### src/rtl/card_fifo_pkg.sv
package card_fifo_pkg;

  localparam int REG_W  = 16;
  localparam int MARK_W = 5;
  localparam int RX_FLAG = 10;
  localparam int TX_FLAG = 11;

  typedef enum logic [1:0] {
    SEL_DATA = 2'd0,
    SEL_BUF  = 2'd1,
    SEL_STAT = 2'd2,
    SEL_MASK = 2'd3
  } reg_sel_e;

  // buffer configuration word; the pad fields always hold zero
  typedef struct packed {
    logic              rx_dma_en;
    logic [1:0]        pad_hi;
    logic [MARK_W-1:0] full_mark;
    logic              tx_dma_en;
    logic [1:0]        pad_lo;
    logic [MARK_W-1:0] empty_mark;
  } buf_cfg_t;

  localparam logic [REG_W-1:0] CFG_WMASK = 16'h9F9F;
  localparam logic [REG_W-1:0] CFG_RESET = 16'h1F00;

  function automatic buf_cfg_t cfg_unpack(logic [REG_W-1:0] w);
    return buf_cfg_t'(w & CFG_WMASK);
  endfunction

  function automatic logic [REG_W-1:0] cfg_pack(buf_cfg_t c);
    return REG_W'(c);
  endfunction

  function automatic logic over_mark(logic [31:0] level, logic [31:0] mark);
    return level > mark;
  endfunction

  function automatic logic under_mark(logic [31:0] level, logic [31:0] mark);
    return level < mark;
  endfunction

endpackage

### src/rtl/card_fifo_store.sv
module card_fifo_store #(
  parameter int WIDTH = 16,
  parameter int DEPTH = 32,
  localparam int IDX_W = $clog2(DEPTH),
  localparam int CNT_W = IDX_W + 1
) (
  input  logic             clk,
  input  logic             rst_n,
  input  logic             push,
  input  logic [WIDTH-1:0] push_data,
  input  logic             pop,
  output logic [WIDTH-1:0] head_data,
  output logic [CNT_W-1:0] count,
  output logic             push_ok,
  output logic             pop_ok
);

  logic [WIDTH-1:0] mem_q [DEPTH];
  logic [IDX_W-1:0] head_q;
  logic [CNT_W-1:0] cnt_q;
  logic [IDX_W-1:0] tail;

  assign push_ok   = push && (cnt_q < CNT_W'(DEPTH));
  assign pop_ok    = pop && (cnt_q != '0);
  assign tail      = head_q + cnt_q[IDX_W-1:0];
  assign head_data = mem_q[head_q];
  assign count     = cnt_q;

  always_ff @(posedge clk or negedge rst_n) begin
    if (!rst_n) begin
      for (int i = 0; i < DEPTH; i++) mem_q[i] <= '0;
    end else if (push_ok) begin
      mem_q[tail] <= push_data;
    end
  end

  always_ff @(posedge clk or negedge rst_n) begin
    if (!rst_n) begin
      head_q <= '0;
      cnt_q  <= '0;
    end else begin
      if (pop_ok) head_q <= head_q + IDX_W'(1);
      case ({push_ok, pop_ok})
        2'b10:   cnt_q <= cnt_q + CNT_W'(1);
        2'b01:   cnt_q <= cnt_q - CNT_W'(1);
        default: cnt_q <= cnt_q;
      endcase
    end
  end

endmodule

### src/rtl/card_fifo_wmark.sv
module card_fifo_wmark
  import card_fifo_pkg::*;
#(
  parameter int CNT_W = 6
) (
  input  logic             clk,
  input  logic             rst_n,
  input  logic [CNT_W-1:0] level,
  input  buf_cfg_t         cfg,
  input  logic             active,
  input  logic             dir_rx,
  output logic             rx_hit,
  output logic             tx_hit,
  output logic             rx_flag,
  output logic             tx_flag,
  output logic             rx_req,
  output logic             tx_req
);

  logic live;

  assign live    = active || (level != '0);
  assign rx_hit  = live && dir_rx  && over_mark(32'(level), 32'(cfg.full_mark));
  assign tx_hit  = live && !dir_rx && under_mark(32'(level), 32'(cfg.empty_mark));
  assign rx_flag = rx_hit && !cfg.rx_dma_en;
  assign tx_flag = tx_hit && !cfg.tx_dma_en;

  always_ff @(posedge clk or negedge rst_n) begin
    if (!rst_n) begin
      rx_req <= 1'b0;
      tx_req <= 1'b0;
    end else begin
      rx_req <= rx_hit && cfg.rx_dma_en;
      tx_req <= tx_hit && cfg.tx_dma_en;
    end
  end

endmodule

### src/rtl/card_fifo_irq.sv
module card_fifo_irq
  import card_fifo_pkg::*;
(
  input  logic             clk,
  input  logic             rst_n,
  input  logic             stat_wr,
  input  logic             mask_wr,
  input  logic [REG_W-1:0] wdata,
  input  logic [REG_W-1:0] evt_set,
  input  logic             rx_flag,
  input  logic             tx_flag,
  output logic [REG_W-1:0] stat,
  output logic [REG_W-1:0] mask,
  output logic             irq
);

  logic [REG_W-1:0] clr;
  logic [REG_W-1:0] stat_nxt;

  assign clr = stat_wr ? wdata : '0;

  always_comb begin
    stat_nxt          = (stat & ~clr) | evt_set;
    stat_nxt[RX_FLAG] = rx_flag;
    stat_nxt[TX_FLAG] = tx_flag;
  end

  always_ff @(posedge clk or negedge rst_n) begin
    if (!rst_n) begin
      stat <= '0;
      mask <= '0;
    end else begin
      stat <= stat_nxt;
      if (mask_wr) mask <= wdata;
    end
  end

  assign irq = |(stat & mask);

endmodule

### src/rtl/card_fifo_wm.sv
module card_fifo_wm
  import card_fifo_pkg::*;
#(
  parameter int WIDTH = 16,
  parameter int DEPTH = 32,
  localparam int IDX_W = $clog2(DEPTH),
  localparam int CNT_W = IDX_W + 1
) (
  input  logic             clk,
  input  logic             rst_n,
  input  logic             reg_wr,
  input  logic             reg_rd,
  input  logic [1:0]       reg_addr,
  input  logic [REG_W-1:0] reg_wdata,
  output logic [REG_W-1:0] reg_rdata,
  input  logic             card_push,
  input  logic [WIDTH-1:0] card_wdata,
  input  logic             card_pop,
  output logic [WIDTH-1:0] card_rdata,
  input  logic             xfer_active,
  input  logic             xfer_dir,
  input  logic [REG_W-1:0] evt_set,
  output logic [CNT_W-1:0] fifo_level,
  output logic             dma_rx_req,
  output logic             dma_tx_req,
  output logic             irq
);

  reg_sel_e         sel;
  logic             cpu_push;
  logic             cpu_pop;
  logic             push;
  logic             pop;
  logic [WIDTH-1:0] push_data;
  logic [WIDTH-1:0] head_data;
  logic             push_ok;
  logic             pop_ok;
  buf_cfg_t         cfg_q;
  logic             rx_hit;
  logic             tx_hit;
  logic             rx_flag;
  logic             tx_flag;
  logic [REG_W-1:0] stat_q;
  logic [REG_W-1:0] mask_q;

  assign sel       = reg_sel_e'(reg_addr);
  assign cpu_push  = reg_wr && (sel == SEL_DATA);
  assign cpu_pop   = reg_rd && (sel == SEL_DATA);
  assign push      = cpu_push || card_push;
  assign pop       = cpu_pop || card_pop;
  assign push_data = cpu_push ? reg_wdata[WIDTH-1:0] : card_wdata;

  card_fifo_store #(.WIDTH(WIDTH), .DEPTH(DEPTH)) store_i (
    .clk       (clk),
    .rst_n     (rst_n),
    .push      (push),
    .push_data (push_data),
    .pop       (pop),
    .head_data (head_data),
    .count     (fifo_level),
    .push_ok   (push_ok),
    .pop_ok    (pop_ok)
  );

  always_ff @(posedge clk or negedge rst_n) begin
    if (!rst_n) cfg_q <= buf_cfg_t'(CFG_RESET);
    else if (reg_wr && (sel == SEL_BUF)) cfg_q <= cfg_unpack(reg_wdata);
  end

  card_fifo_wmark #(.CNT_W(CNT_W)) wmark_i (
    .clk     (clk),
    .rst_n   (rst_n),
    .level   (fifo_level),
    .cfg     (cfg_q),
    .active  (xfer_active),
    .dir_rx  (xfer_dir),
    .rx_hit  (rx_hit),
    .tx_hit  (tx_hit),
    .rx_flag (rx_flag),
    .tx_flag (tx_flag),
    .rx_req  (dma_rx_req),
    .tx_req  (dma_tx_req)
  );

  card_fifo_irq irq_i (
    .clk     (clk),
    .rst_n   (rst_n),
    .stat_wr (reg_wr && (sel == SEL_STAT)),
    .mask_wr (reg_wr && (sel == SEL_MASK)),
    .wdata   (reg_wdata),
    .evt_set (evt_set),
    .rx_flag (rx_flag),
    .tx_flag (tx_flag),
    .stat    (stat_q),
    .mask    (mask_q),
    .irq     (irq)
  );

  assign card_rdata = head_data;

  always_comb begin
    case (sel)
      SEL_DATA: reg_rdata = REG_W'(head_data);
      SEL_BUF:  reg_rdata = cfg_pack(cfg_q);
      SEL_STAT: reg_rdata = stat_q;
      default:  reg_rdata = mask_q;
    endcase
  end

endmodule

### config.mk
export PLATFORM = sky130hd
export DESIGN_NAME = card_fifo_wm
export DESIGN_NICKNAME = d
export VERILOG_FILES = /design/src/rtl/card_fifo_pkg.sv /design/src/rtl/card_fifo_store.sv /design/src/rtl/card_fifo_wmark.sv /design/src/rtl/card_fifo_irq.sv /design/src/rtl/card_fifo_wm.sv
export SDC_FILE = /design/constraint.sdc
export NUM_CORES = 1
export LEC_CHECK = 0
export ABC_AREA = 1
export BUFFER_PORTS_ARGS = -buffer_cell sky130_fd_sc_hd__buf_2
export CORE_AREA = 2 2 309 311
export CTS_BUF_LIST = sky130_fd_sc_hd__clkbuf_8 sky130_fd_sc_hd__clkbuf_16
export DETAILED_ROUTE_END_ITERATION = 16
export DIE_AREA = 0 0 311 313
export SLEW_MARGIN = 20
export SYNTH_ARGS = -nofsm -noshare
export SYNTH_HDL_FRONTEND = slang
export SYNTH_SLANG_ARGS = --single-unit
### constraint.sdc
create_clock -name clk -period 3.25 [get_ports clk]
set_input_delay 0.975 -clock clk [delete_from_list [all_inputs] [get_ports clk]]
set_output_delay 0.975 -clock clk [all_outputs]
set_load 0.005 [all_outputs]
==> metrics.md <==
| Metric | Value |
|---|---|
| Area Overhead vs Synth | 27.5% |
| Final Wtd Congestion | 0.930 |
| Relative slew slack | 45.4% |
| Total power draw | 46.9 mW |
| Antenna-violating nets left | 0 |
| Syn_area_per_cell | 7.16 µm² |
| Synthesis Warnings | 0 |
| Drt via density | 5.22 |
| Post-synth EDFFs | 0 |
| CP Launch Type | flip-flop |
| Final WL | 113000 µm |
| Arrival @ worst endpoint | 2.71 ns |
| Top cells by area, synth | dfrtp_1, nand2_1, nand3_1, nand4_1, inv_1 |
| Worst-path fanout max | 16 |
| Cell Area, Synth | 29900 µm² |
| Max layer used | met4 |
| Seq. cell area | 14300 µm² |
| Final clock skew | 0.0195 ns |
| Slew @ Worst Pin | 0.814 ns |
| Register area share after synthesis | 47.7% |
| Core Region | 94200 µm² |
| Final Cycle Share | 113% |
| Dpl ws | 0.0393 ns |
| DRT Pass-1 Iters | 8 |
| Setup TNS | -12.08 ns |
| Worst-skew pair later-pin latency | 0.65 ns |
| Crit path kind | reg -> out |
| Peak VDD IR | 1390 µV |
| Vias in the first global route | 28100 |
| Met2 routed WL | 51200 µm |
| Most frequent cell after synthesis | nand2_1 |
| Initial antenna violation count | 0 |
| Initial DRC Count | 3326 |
| Met3 WL | 9390 µm |
| Fin crit period | 3.69 ns |
| Worst-path clk slew | 0.06 ns |
| Slew Viols, Final | 0 |
| Hold-fix buffers, CTS | 0 |
| Layout cells sized above 1 | 18.0% |
| Max Buffers Root-to-Sink | 3 |
| Clock root buffer | clkbuf_16 |
| Avg WL per Cell | 20.0 µm |
| Starting density of the core | 31.7% |
| Global Route Usage Sum | 22.7% |
| Die W | 311 µm |
| Status | finished with violations |
| Clock Sinks | 569 |
| Largest net degree at the start of global routing | 82 |
| HPWL Detailed | 69900 µm |
| WP data required | 2.27 ns |
| Gate Count Post-Synth | 4171 |
| Leakage power | 19.6 nW |
| DIE AREA | 97300 µm² |
| RSZ-0062 raised after global routing | yes |
| Register bit total from synthesis | 569 |
| # DRC | 0 |
| # rows | 113 |
| Setup WS post-layout | -0.436 ns |
| Synth unique cells | 33 |
| Hold Violations, Final | 0 |
| Grt ovf | 0 |
| Critical Path End Type | primary output |
| Synth area leader | dfrtp_1 |
| CTS Buf Count | 61 |
| Post-synth top area share | 47.2% |
| I/O Buffers | 96 |
| Fill count | 9621 |
| First-pass GRT wire length | 172000 µm |
| H-tree depth | 2 |
| Final nets | 4398 |
| I/O pin cnt | 99 |
| M1 WL | 47000 µm |
| Fin util | 40.5% |
| DR vias | 29400 |
| Max Cap Viol | 0 |
| Hold_ws | 0.231 ns |
| Area occupied by multi-input gates | 14600 µm² |
| Max Clk Rate | 271 MHz |
| TritonCTS clock tree | built |
| Failing checks | negative setup slack |
| Syn Nets | 4250 |
| DIE HEIGHT | 313 µm |
| ANT cells | 0 |
| Synth cell count leaders | nand2_1, nand3_1, dfrtp_1 |
| Final count of negative-setup-slack endpoints | 32 |
| Dominant synthesized flop cell | dfrtp_1 |
| HP Class | in -> async |
| Fraction of registers with async set/reset | 100% |
| PwrDens | 1230 nW/µm² |
-- area by class of cell --
class	count	area share [%]
Multi-Input combinational cell	2995	38.4
Inverter	267	2.73
Tap cell	1265	4.15
Clock inverter	38	0.867
Sequential cell	569	37.4
Timing Repair inverter	1	0.0427
Timing Repair Buffer	424	11.9
Clock buffer	74	4.48
-- worst max-delay path, stage by stage (launching register included) --
cell and delay, ns:
dfrtp_4 0.44, buf_12 0.17, clkinv_16 0.10, buf_12 0.14, buf_16 0.15, nand2_1 0.07, nand3_1 0.08, nand3_1 0.10
nand2_2 0.10, a21oi_4 0.23, nand2_4 0.10, nand3_4 0.12, nand2_1 0.09, buf_2 0.13
-- flip-flops by register name, summed over array words and instances, names as in the netlist --
signal / flops
store_i.mem_q: 512
irq_i.mask: 16
irq_i.stat: 16
cfg_q: 12
store_i.count: 6
store_i.head_q: 5
wmark_i.rx_req: 1
wmark_i.tx_req: 1
-- cell usage in the layout, fill, tap and decap left out, types with 5 or more instances in the layout --
cell,Yosys,routed
o21ai_1,16,14
nor2_1,176,149
o21ai_4,0,17
inv_1,266,271
o21ai_0,120,100
clkbuf_8,0,13
buf_12,0,78
nand3_2,0,67
clkbuf_16,0,64
inv_2,0,5
a21oi_2,1,18
a21oi_1,42,18
nand4_1,261,261
buf_2,111,92
nor2_4,5,21
nand3_1,570,486
dfrtp_1,564,562
clkinv_2,0,14
nand2_2,0,50
buf_6,0,19
buf_4,1,206
o21ai_2,0,5
xor2_1,8,6
buf_16,0,20
nand2_4,0,27
nor2_2,6,17
nand3_4,0,17
a21oi_4,0,7
nand2_1,1748,1671
bufinv_16,0,5
dfstp_2,5,5
ha_1,19,19
-- final timing paths --
check	startpoint	endpoint	slack [ns]	cells past startpoint
max in group asynchronous	rst_n	store_i.mem_q[324]	2.07	2
worst min-delay path	rst_n	store_i.mem_q[401]	0.23	1
min in group clk	cfg_q[7]	irq_i.stat[11]	0.45	1
worst max register to register	store_i.head_q[0]	store_i.mem_q[60]	0.16	10
worst max-delay path	store_i.head_q[0]	reg_rdata[13]	-0.44	13
worst min register to register	cfg_q[7]	irq_i.stat[11]	0.45	1
-- power breakdown --
group | total [mW] | internal, mW | switching, mW | leakage (nW)
Combinational | 28.3 | 9.72 | 18.6 | 11.2
Clock | 7.21 | 4.10 | 3.11 | 1.06
Sequential | 11.4 | 9.81 | 1.55 | 7.43
-- through the flow --
step / cells / area, µm²
after floorplan: 4171 / 29900
after global placement: 5474 / 33700
after detailed placement: 5474 / 33700
after CTS: 5618 / 37400
after global routing: 5633 / 38100
final: 5633 / 38100
-- routing by layer --
layer | vias to the layer above | GRT usage, %
met5 | - | 0
met4 | 0 | 11.0
met3 | 247 | 4.21
met2 | 1227 | 35.2
met1 | 14200 | 30.4
li1 | 13700 | -
-- logic make-up (layout without fill, tap and decap cells) --
family | Yosys count | after routing | synth area share, %
and+or+nand+nor | 2769 | 2769 | 39.6
buffers and inverters | 607 | 804 | 8.10
DFF | 569 | 569 | 47.7
AOI/OAI and AO/OA | 195 | 195 | 3.43
adders and majority gates | 21 | 21 | 0.929
xor gates and xnor gates | 10 | 10 | 0.318
-- repair_timing --
item,CTS,global route
setup endpoints to repair,32,147
endpoints found under the hold margin,0,0
cloned,16,3
setup buffers,21,14
pin swaps,62,66
gates resized for setup,240,125
Power figures use the tool's default switching activity.
